File: config.mk
export PLATFORM = sky130hd
export DESIGN_NAME = async_bus_front
export DESIGN_NICKNAME = d
export VERILOG_FILES = /design/src/rtl/abf_pkg.sv /design/src/rtl/abf_pin_filter.sv /design/src/rtl/abf_bus_delay.sv /design/src/rtl/abf_write_track.sv /design/src/rtl/abf_idle_timer.sv /design/src/rtl/async_bus_front.sv
export SDC_FILE = /design/constraint.sdc
export NUM_CORES = 1
export LEC_CHECK = 0
export ABC_AREA = 1
export BUFFER_PORTS_ARGS = -buffer_cell sky130_fd_sc_hd__buf_4
export CELL_PAD_IN_SITES_DETAIL_PLACEMENT = 1
export CELL_PAD_IN_SITES_GLOBAL_PLACEMENT = 1
export CORE_ASPECT_RATIO = 0.5
export CORE_MARGIN = 2
export CORE_UTILIZATION = 42
export DETAILED_ROUTE_END_ITERATION = 12
export PLACE_DENSITY_LB_ADDON = 0.1
export RECOVER_POWER = 100
export SLEW_MARGIN = 15
export SYNTH_ARGS = -nofsm -noshare
export SYNTH_HDL_FRONTEND = slang
export SYNTH_HIERARCHICAL = 1
export SYNTH_SLANG_ARGS = --single-unit
File: constraint.sdc
create_clock -name clk_i -period 1.48 [get_ports clk_i]
set_clock_uncertainty 0.15 [all_clocks]
set_input_delay 0.296 -clock clk_i [delete_from_list [all_inputs] [get_ports clk_i]]
set_output_delay 0.296 -clock clk_i [all_outputs]
set_load 0.01 [all_outputs]
File: src/rtl/abf_pkg.sv
package abf_pkg;
   typedef enum logic [2:0] {
      OP_PDOWN   = 3'd0,
      OP_STANDBY = 3'd1,
      OP_WRITE   = 3'd2,
      OP_READ    = 3'd3,
      OP_ODIS    = 3'd4
   } abf_op_e;
endpackage

File: src/rtl/abf_pin_filter.sv
module abf_pin_filter #(
   parameter int   SYNC_STAGES = 2,
   parameter int   GLITCH_CYC  = 3,
   parameter logic RST_VAL     = 1'b0
) (
   input  logic clk_i,
   input  logic rst_ni,
   input  logic pin_i,
   output logic filt_o
);
   localparam int CW = (GLITCH_CYC > 1) ? $clog2(GLITCH_CYC) : 1;

   logic [SYNC_STAGES-1:0] sync_q;
   logic                   smp;

   always_ff @(posedge clk_i or negedge rst_ni) begin
      if (!rst_ni) sync_q <= {SYNC_STAGES{RST_VAL}};
      else         sync_q <= {sync_q[SYNC_STAGES-2:0], pin_i};
   end
   assign smp = sync_q[SYNC_STAGES-1];

   generate
      if (GLITCH_CYC == 1) begin : g_direct
         always_ff @(posedge clk_i or negedge rst_ni) begin
            if (!rst_ni) filt_o <= RST_VAL;
            else         filt_o <= smp;
         end
      end else begin : g_count
         localparam logic [CW-1:0] LAST = CW'(GLITCH_CYC - 1);
         logic [CW-1:0] run_q;
         always_ff @(posedge clk_i or negedge rst_ni) begin
            if (!rst_ni) begin
               run_q  <= '0;
               filt_o <= RST_VAL;
            end else if (smp != filt_o) begin
               if (run_q == LAST) begin
                  filt_o <= smp;
                  run_q  <= '0;
               end else begin
                  run_q <= run_q + 1'b1;
               end
            end else begin
               run_q <= '0;
            end
         end
      end
   endgenerate

   assert_filter_follow_R6: assert property (@(posedge clk_i) disable iff (!rst_ni)
      (filt_o != $past(filt_o)) |-> (filt_o == $past(smp)));
endmodule

File: src/rtl/abf_bus_delay.sv
module abf_bus_delay #(
   parameter int W     = 24,
   parameter int DEPTH = 5
) (
   input  logic         clk_i,
   input  logic         rst_ni,
   input  logic [W-1:0] bus_i,
   output logic [W-1:0] bus_o
);
   logic [W-1:0] pipe_q [DEPTH];

   always_ff @(posedge clk_i or negedge rst_ni) begin
      if (!rst_ni) begin
         for (int i = 0; i < DEPTH; i++) pipe_q[i] <= '0;
      end else begin
         pipe_q[0] <= bus_i;
         for (int i = 1; i < DEPTH; i++) pipe_q[i] <= pipe_q[i-1];
      end
   end
   assign bus_o = pipe_q[DEPTH-1];
endmodule

File: src/rtl/abf_write_track.sv
module abf_write_track #(
   parameter int AW = 8,
   parameter int DW = 16
) (
   input  logic          clk_i,
   input  logic          rst_ni,
   input  logic          wr_act_i,
   input  logic          oe_act_i,
   input  logic          pdown_i,
   input  logic [AW-1:0] addr_i,
   input  logic [DW-1:0] data_i,
   output logic          wr_stb_o,
   output logic          err_stb_o,
   output logic [AW-1:0] addr_o,
   output logic [DW-1:0] data_o
);
   logic act_q, oe_seen_q, oe_seen_d, ending;

   assign oe_seen_d = wr_act_i ? ((act_q ? oe_seen_q : 1'b0) | oe_act_i) : oe_seen_q;
   assign ending    = act_q && !wr_act_i && !pdown_i;

   always_ff @(posedge clk_i or negedge rst_ni) begin
      if (!rst_ni) begin
         act_q     <= 1'b0;
         oe_seen_q <= 1'b0;
         wr_stb_o  <= 1'b0;
         err_stb_o <= 1'b0;
         addr_o    <= '0;
         data_o    <= '0;
      end else begin
         act_q     <= wr_act_i;
         oe_seen_q <= oe_seen_d;
         wr_stb_o  <= ending && !oe_seen_q;
         err_stb_o <= ending && oe_seen_q;
         if (wr_act_i) begin
            addr_o <= addr_i;
            data_o <= data_i;
         end
      end
   end

   assert_strobe_single_R7: assert property (@(posedge clk_i) disable iff (!rst_ni)
      wr_stb_o |=> !wr_stb_o);
   assert_capture_frozen_R7: assert property (@(posedge clk_i) disable iff (!rst_ni)
      (!wr_act_i && !act_q) |=> $stable(addr_o) && $stable(data_o));
   assert_stb_exclusive_R9: assert property (@(posedge clk_i) disable iff (!rst_ni)
      !(wr_stb_o && err_stb_o));
endmodule

File: src/rtl/abf_idle_timer.sv
module abf_idle_timer #(
   parameter int IDLE_CYC = 20
) (
   input  logic clk_i,
   input  logic rst_ni,
   input  logic in_read_i,
   input  logic change_i,
   output logic alp_o
);
   localparam int            CW    = $clog2(IDLE_CYC + 1);
   localparam logic [CW-1:0] LIMIT = CW'(IDLE_CYC);

   logic [CW-1:0] quiet_q;

   always_ff @(posedge clk_i or negedge rst_ni) begin
      if (!rst_ni)                     quiet_q <= '0;
      else if (!in_read_i || change_i) quiet_q <= '0;
      else if (quiet_q != LIMIT)       quiet_q <= quiet_q + 1'b1;
   end
   assign alp_o = (quiet_q == LIMIT);

   assert_alp_hold_R10: assert property (@(posedge clk_i) disable iff (!rst_ni)
      (alp_o && in_read_i && !change_i) |=> alp_o);
endmodule

File: src/rtl/async_bus_front.sv
module async_bus_front
   import abf_pkg::*;
#(
   parameter int         ADDR_W      = 8,
   parameter int         DATA_W      = 16,
   parameter int         SYNC_STAGES = 2,
   parameter int         GLITCH_CYC  = 3,
   parameter int         IDLE_CYC    = 20,
   parameter logic [2:0] EN_ACT_HIGH = 3'b110
) (
   input  logic              clk_i,
   input  logic              rst_ni,
   input  logic [2:0]        en_i,
   input  logic              oe_ni,
   input  logic              we_ni,
   input  logic              rp_ni,
   input  logic [ADDR_W-1:0] addr_i,
   input  logic [DATA_W-1:0] dq_i,
   output logic [2:0]        op_o,
   output logic              dq_oe_o,
   output logic              wr_stb_o,
   output logic [ADDR_W-1:0] wr_addr_o,
   output logic [DATA_W-1:0] wr_data_o,
   output logic              proto_err_o,
   output logic              auto_lp_o
);
   localparam int         NPIN    = 6;
   localparam int         BUS_W   = ADDR_W + DATA_W;
   localparam int         ALIGN   = SYNC_STAGES + GLITCH_CYC;
   localparam logic [5:0] PIN_RST = {1'b0, 1'b1, 1'b1, ~EN_ACT_HIGH};

   generate
      if (SYNC_STAGES < 2) begin : g_bad_sync
         $error("SYNC_STAGES must be at least 2");
      end
      if (GLITCH_CYC < 1) begin : g_bad_glitch
         $error("GLITCH_CYC must be at least 1");
      end
      if (IDLE_CYC < 2) begin : g_bad_idle
         $error("IDLE_CYC must be at least 2");
      end
      if (ADDR_W < 1 || DATA_W < 1) begin : g_bad_width
         $error("bus widths must be positive");
      end
   endgenerate

   logic [NPIN-1:0] pin_raw, pin_f, pin_f_q;
   assign pin_raw = {rp_ni, we_ni, oe_ni, en_i};

   for (genvar i = 0; i < NPIN; i++) begin : g_pin
      abf_pin_filter #(
         .SYNC_STAGES (SYNC_STAGES),
         .GLITCH_CYC  (GLITCH_CYC),
         .RST_VAL     (PIN_RST[i])
      ) u_filt (
         .clk_i  (clk_i),
         .rst_ni (rst_ni),
         .pin_i  (pin_raw[i]),
         .filt_o (pin_f[i])
      );
   end

   logic [BUS_W-1:0]  bus_al;
   logic [ADDR_W-1:0] addr_al, addr_al_q;
   logic [DATA_W-1:0] data_al;

   abf_bus_delay #(.W(BUS_W), .DEPTH(ALIGN)) u_dly (
      .clk_i  (clk_i),
      .rst_ni (rst_ni),
      .bus_i  ({addr_i, dq_i}),
      .bus_o  (bus_al)
   );
   assign {addr_al, data_al} = bus_al;

   logic run_on, en_ok, oe_act, we_act, wr_act, change;
   assign run_on = pin_f[5];
   assign we_act = !pin_f[4];
   assign oe_act = !pin_f[3];
   assign en_ok  = &(pin_f[2:0] ~^ EN_ACT_HIGH);
   assign wr_act = run_on && en_ok && we_act;

   abf_op_e op_d, op_q;
   always_comb begin
      if (!run_on)     op_d = OP_PDOWN;
      else if (!en_ok) op_d = OP_STANDBY;
      else if (we_act) op_d = OP_WRITE;
      else if (oe_act) op_d = OP_READ;
      else             op_d = OP_ODIS;
   end

   always_ff @(posedge clk_i or negedge rst_ni) begin
      if (!rst_ni) begin
         op_q      <= OP_PDOWN;
         dq_oe_o   <= 1'b0;
         pin_f_q   <= PIN_RST;
         addr_al_q <= '0;
      end else begin
         op_q      <= op_d;
         dq_oe_o   <= (op_d == OP_READ);
         pin_f_q   <= pin_f;
         addr_al_q <= addr_al;
      end
   end
   assign op_o   = op_q;
   assign change = (pin_f != pin_f_q) || (addr_al != addr_al_q);

   abf_write_track #(.AW(ADDR_W), .DW(DATA_W)) u_wr (
      .clk_i     (clk_i),
      .rst_ni    (rst_ni),
      .wr_act_i  (wr_act),
      .oe_act_i  (oe_act),
      .pdown_i   (!run_on),
      .addr_i    (addr_al),
      .data_i    (data_al),
      .wr_stb_o  (wr_stb_o),
      .err_stb_o (proto_err_o),
      .addr_o    (wr_addr_o),
      .data_o    (wr_data_o)
   );

   abf_idle_timer #(.IDLE_CYC(IDLE_CYC)) u_idle (
      .clk_i     (clk_i),
      .rst_ni    (rst_ni),
      .in_read_i (op_d == OP_READ),
      .change_i  (change),
      .alp_o     (auto_lp_o)
   );

   assert_pdown_wins_R5: assert property (@(posedge clk_i) disable iff (!rst_ni)
      !run_on |=> (op_o == OP_PDOWN) && !dq_oe_o);
   assert_standby_hiz_R4: assert property (@(posedge clk_i) disable iff (!rst_ni)
      (run_on && !en_ok) |=> (op_o == OP_STANDBY) && !dq_oe_o);
   assert_read_drive_R3: assert property (@(posedge clk_i) disable iff (!rst_ni)
      (run_on && en_ok && !we_act && oe_act) |=> dq_oe_o);
   assert_alp_only_read_R11: assert property (@(posedge clk_i) disable iff (!rst_ni)
      auto_lp_o |-> (op_o == OP_READ) && dq_oe_o);
   assert_no_stb_pdown_R12: assert property (@(posedge clk_i) disable iff (!rst_ni)
      !run_on |=> !wr_stb_o && !proto_err_o);
endmodule

After elaboration in Yosys (flattened, before gate mapping)
Index checks and enable logic that the tools add are counted.
Widths: inputs -> output; s select.
{"block": "totals", "reg_bits": 201, "inputBits": 32, "wordCells": 100}
{"block": "classes", "n_addsub": 7, "n_eq_ne": 17, "n_mux": 19, "bitwise_logic": 2, "reduce_logical": 21}
{"operator": "$mux 2", "count": 12}
{"operator": "$add 2x1->2 const B", "count": 6}
{"operator": "$eq 2x2->1 const B", "count": 6}
{"operator": "$mux 3", "count": 4}
{"operator": "$reduce_and 2->1", "count": 6}
{"operator": "$mux 5", "count": 2}
{"operator": "$ne 8x8->1", "count": 1}
{"operator": "$logic_and 1x1->1", "count": 6}
{"operator": "$ne 1x1->1", "count": 6}
{"operator": "$ne 6x6->1", "count": 1}
{"operator": "$add 5x1->5 const B", "count": 1}
{"operator": "$eq 5x5->1 const B", "count": 1}
{"operator": "$logic_not 1->1", "count": 5}
{"operator": "$ne 5x5->1 const B", "count": 1}
{"operator": "$eq 3x2->1 const B", "count": 1}
{"operator": "$reduce_and 3->1", "count": 1}
{"operator": "$logic_or 1x1->1", "count": 2}
{"operator": "$reduce_bool 2->1", "count": 1}
{"operator": "$mux 1", "count": 1}
{"operator": "$not 1->1", "count": 1}
{"operator": "$or 1x1->1", "count": 1}

Depth between registers and ports, before layout
{"block": "logic_depth", "ltp_word": 8, "depth_mapped": 11, "depth_no_buf": 10}

Cells and area by module
The synthesis kept the hierarchy.
{"mod": "abf_bus_delay", "instances": 1, "cells_per_inst": 144, "area_per_inst_um2": 3183.1, "seq_area_each_um2": 3002.9}
{"mod": "abf_write_track", "instances": 1, "cells_per_inst": 116, "area_per_inst_um2": 1086.0, "seq_area_each_um2": 700.7}
{"mod": "async_bus_front", "instances": 1, "cells_per_inst": 101, "area_per_inst_um2": 779.5, "seq_area_each_um2": 454.2}
{"mod": "abf_pin_filter at g_pin[0].u_filt ...", "instances": 3, "cells_per_inst": 21, "area_per_inst_um2": 190.2, "seq_area_each_um2": 128.9}
{"mod": "abf_pin_filter at g_pin[1].u_filt ...", "instances": 3, "cells_per_inst": 21, "area_per_inst_um2": 186.4, "seq_area_each_um2": 125.1}
{"mod": "abf_idle_timer", "instances": 1, "cells_per_inst": 39, "area_per_inst_um2": 304.0, "seq_area_each_um2": 125.1}

Worst setup path before layout
No wires, ideal clock.
{"block": "synth_timing", "path_kind": "flip-flop to flip-flop", "start": "register g_pin[4].u_filt.filt_o", "end": "register u_idle.quiet_q[2]", "setup_time_ns": 0.073, "arrival_ns": 1.341, "required_ns": 1.257, "slack_ns": -0.084, "path_stages_with_launch": 10, "n_path_buf": 0, "period_less_slack_ns": 1.564, "path_cell_list": "dfstp_2 inv_2 nand2_1 nand2_1 nor2_1 nand2_1 nor2_1 nand2_1 nor2_2 a21boi_2"}
{"element": "start: declaration", "line_no": "abf_pin_filter.sv:9", "rtl": "output logic filt_o"}
{"element": "start signal: assignment", "line_no": "abf_pin_filter.sv:37", "rtl": "filt_o <= smp;"}
{"element": "$ne 6x6->1 (*)", "line_no": "async_bus_front.sv:105", "rtl": "assign change = (pin_f != pin_f_q) || (addr_al != addr_al_q);"}
{"element": "$logic_or 1x1->1 (*)", "line_no": "async_bus_front.sv:105"}
{"element": "net change", "line_no": "async_bus_front.sv:75", "rtl": "logic run_on, en_ok, oe_act, we_act, wr_act, change;"}
{"element": "$logic_or 1x1->1 (*)", "line_no": "abf_idle_timer.sv:17", "rtl": "else if (!in_read_i || change_i) quiet_q <= '0;"}
{"element": "$mux 5 / $reduce_bool 2->1 (equally long branches)"}
{"element": "end signal: assignment", "line_no": "abf_idle_timer.sv:18", "rtl": "else if (quiet_q != LIMIT) quiet_q <= quiet_q + 1'b1;"}
{"element": "end: declaration", "line_no": "abf_idle_timer.sv:13", "rtl": "logic [CW-1:0] quiet_q;"}
The timed path passes the listed nets; every way through them passes the cells marked *.
A chain may end at the register's enable or synchronous reset.

Final worst setup path
{"block": "layout_timing", "start": "register u_idle.quiet_q[0]", "end": "output auto_lp_o"}
{"block": "layout_between", "elab_chain_cells": 1}
{"element": "$eq 5x5->1", "line_no": "abf_idle_timer.sv:20", "rtl": "assign alp_o = (quiet_q == LIMIT);"}
{"element": "end: declaration", "line_no": "async_bus_front.sv:25", "rtl": "output logic auto_lp_o"}
No other way between the ends.

==> run metrics <==
clock tree root buffer cell=clkbuf_16; final cell count without fillers=885; final worst-path setup slack=-0.2847 ns; number of cells on the worst reg-to-reg path=10; drt wl/cell=~13 microns; share of power burned in combinational logic=0.217; Starting Density=0.4250; Max stage delay cell, worst path=dfrtp_1; clk buf depth=3; post-route cell area=roughly 8500 sq um; WP depth=5; worst-case register-to-register setup slack=-0.20 ns; first-pass GRT wire length=between 15000 and 20000 microns; Die ar.=16510 sq um; Setup TNS=-3.607 ns; flip-flop and latch count after synthesis=201; largest cells by area after synthesis=dfrtp_1 (73%), nand2_1 (9.6%), dfstp_2 (4.9%), inv_1 (3.6%), buf_4 (2.9%); Synth Area per Inst=12.32 sq um; RD Place Congestion=0.6906; number of max-slew violations in the final report=0; proportion of layout cells with a drive suffix above 1=0.2584; critical path launch point type=flip-flop; Peak supply drop=between 0.9 and 1 mV; Initial DRT Pass Iterations=4; CTS buffer count=19; Post-Synth Simple-Gate Area=0.1359; most common library cell in the layout ignoring fill and taps=dfrtp_1; failing checks=negative setup slack; delay of the slowest cell on the worst path=0.39 ns; via count=3751; Clock Sinks=201; Max-Slew Margin vs Limit=0.2526; total of endpoints with negative setup slack in the final report=113; DPL Wire Length=7435 microns; switching power total=approximately 4 mW; number of distinct library cell variants in the gate-level netlist after synthesis=18; via count of the first global-routing pass=4024; Vert. Die Dim=91.85 microns; nets=703; via density per instance=~4.2; count of buffers inserted at the top-level ports=62; dominant cell type by area after synthesis=dfrtp_1; period utilisation layout=1.192; sequential fraction of the synthesis area=0.7782; part of the power in registers=0.463; syn_nets=560; dominant combinational cell family by area after synthesis=simple AND/OR/NAND/NOR gates; antenna-violating nets left=0; Compound-Gate Fraction of Synth Area=0.003281; Warnings, synthesis=6; capture instance of the worst register-to-register path=u_idle/quiet_q[3]$_DFFE_PN0P_; total power density per cell area=1767 nW/um^2; CP startpoint=u_idle/quiet_q[0]$_DFFE_PN0P_; outcome=finished with violations; number of maximum-capacitance constraint violations=0; share of total power in the clock network=0.320; share of synthesized area spent on multiplexers=0; net switching fraction of the power=0.2710; overflow left after global routing=0; post-synthesis adder-cell area fraction=0.003860; DRT Wirelength=11540 microns; kind of end point of the critical path=primary output; fraction of the core area covered by cells at the end of the flow=0.5591; initial antenna violation count=0; time the worst path needs with I/O delays and setup=1.765 ns; worst setup slack after placement=-0.09952 ns; crit-path cells=inv_2 -> ha_4 -> nand2_4 -> nor2_4 -> buf_6; xor and xnor fraction of the mapped netlist area=0.004053; Die X=around 180 microns; Worst EP required=1.03 ns; commonest cells after routing, fill and taps aside=dfrtp_1 (189), nand2_1 (162), inv_1 (61); startpoint of the worst-slack reg-to-reg timing path=g_pin[4].u_filt/filt_o$_DFFE_PN1P_; clock latency on the worst-skew pair=0.47 ns; antenna cells=0; total routing usage reported by global routing=0.1472; TritonCTS clock tree=built; post-layout power=about 15 mW; arrival time at the worst endpoint=1.32 ns; drt first-iter violations=157; crit path capture=auto_lp_o; Boundary Pins=63; final hold violation count=0; total instance count after detailed placement=797; placeable core region=15250 sq um; share of Yosys cell area claimed by the top area cell type=0.7296; depth of the CTS H-tree=1; classification of the worst setup path=reg2out; Static Leakage=4.314 nW; CTS clock-pin slew for the worst setup and hold paths=0.06 ns; worst slew pin tran=1.121 ns; number of standard-cell rows in the floorplan=32; cell area reported after detailed placement=approximately 7300 sq um; Hold Crit Class=reg2reg; drc violations=0; delay-heaviest family, CP=flip-flops; pin count of the biggest net entering global routing=39; highest net fanout along the worst path=2; Int Pwr=10.99 mW; setup repair after global routing missed its margin=yes; Buf/Inv on CP=2; Hold Worst Slack=about 0.19 ns; Area Overhead vs Synth=31.58%; Post-Syn Area=6482 sq um; maximum operating frequency=0.5667 GHz; Post-Syn Instances=526
registers in the layout, summed over array words and instances (netlist names), 3 cells and up:
name / flops
u_dly/pipe_q: 96
u_dly/bus_o: 24
u_wr/data_o: 16
g_pin.u_filt/g_count.run_q: 12
g_pin.u_filt/sync_q: 12
addr_al_q: 8
u_wr/addr_o: 8
g_pin.u_filt/filt_o: 6
pin_f_q: 6
u_idle/quiet_q: 5
op_o: 3
logic make-up (layout without fill, tap and decap cells):
kind of cell,count (synthesis),in the layout
buf+inv,94,249
xor+xnor,3,3
simple gates,223,223
flops,201,201
compound gates,3,3
fa+ha+maj,2,2
worst reg2reg max path, stage by stage (launching register included):
cell and delay (ns):
dfstp_1 0.57, inv_2 0.05, nand2_1 0.05, nand2_1 0.05, nor2_1 0.10, nand2_1 0.06, nor2_1 0.08, nand2_1 0.09
nor2_4 0.23, nand3_1 0.11, nor2_1 0.08
layer usage:
metal / track usage / part of all wire / vias to the layer above
met5: 0 / 0 / -
met3: 0.03614 / 0.040 / 17
met1: 0.2030 / 0.48 / 1854
li1: - / - / 1822
met2: 0.2388 / 0.46 / 58
met4: 0.03388 / 0.018 / 0
Yosys cell counts:
cell and instances:
a21oi_1 2, nand3_1 14, buf_6 4, nand2_2 6, inv_1 63, inv_2 1, dfstp_2 12, ha_1 2
inv_8 1, xnor2_1 3, nor2_2 3, nand4_1 1, buf_4 25, a21boi_2 1, nand2_1 166, nor3_1 1
dfrtp_1 189, nor2_1 32
area by class of cell:
type / count / area, sq um
Clock buffer: 27 / 535.5
Clock inverter: 6 / 91.34
Fill cell: 1566 / 6725
Inverter: 65 / 256.5
Multi-Input combinational cell: 231 / 1026
Sequential cell: 201 / 5045
Tap cell: 204 / 255.2
Timing Repair Buffer: 151 / 1320
how the worst min path moves through the flow:
| stage | from | end | slack (ns) | cells past startpoint |
|---|---|---|---|---|
| after global routing | u_dly/pipe_q[38]$_DFF_PN0_ | u_dly/bus_o[14]$_DFF_PN0_ | 0.20 | 0 |
| after CTS | rst_ni | g_pin[2].u_filt/filt_o$_DFFE_PN0P_ | 0.16 | 2 |
| after detailed placement | rst_ni | u_wr/data_o[9]$_DFFE_PN0P_ | 0.11 | 1 |
| after global placement | rst_ni | u_wr/data_o[9]$_DFFE_PN0P_ | 0.09 | 1 |
| final | u_dly/pipe_q[113]$_DFF_PN0_ | u_dly/pipe_q[89]$_DFF_PN0_ | 0.19 | 0 |
| after floorplan | rst_ni | addr_al_q[0]$_DFF_PN0_ | -0.15 | 0 |
timing repair:
item                       in CTS  in global routing
buffers inserted                9                 14
hold endpoints to repair      224                  0
setup endpoints to repair      45                 54
gates resized for setup        17                 18
gates cloned                    0                  1
hold buffers                   31                  0
pin swaps                       4                 11
power groups by stage:
stage,Combinational [mW],Clock [mW],Sequential (mW)
final,3.27,4.83,6.97
after CTS,3.11,5.00,7.01
after global routing,3.68,5.24,7.09
after detailed placement,2.83,0,7.09
after floorplan,1.24,0,7.15
after global placement,2.71,0,7.06
Power figures use the tool's default switching activity.
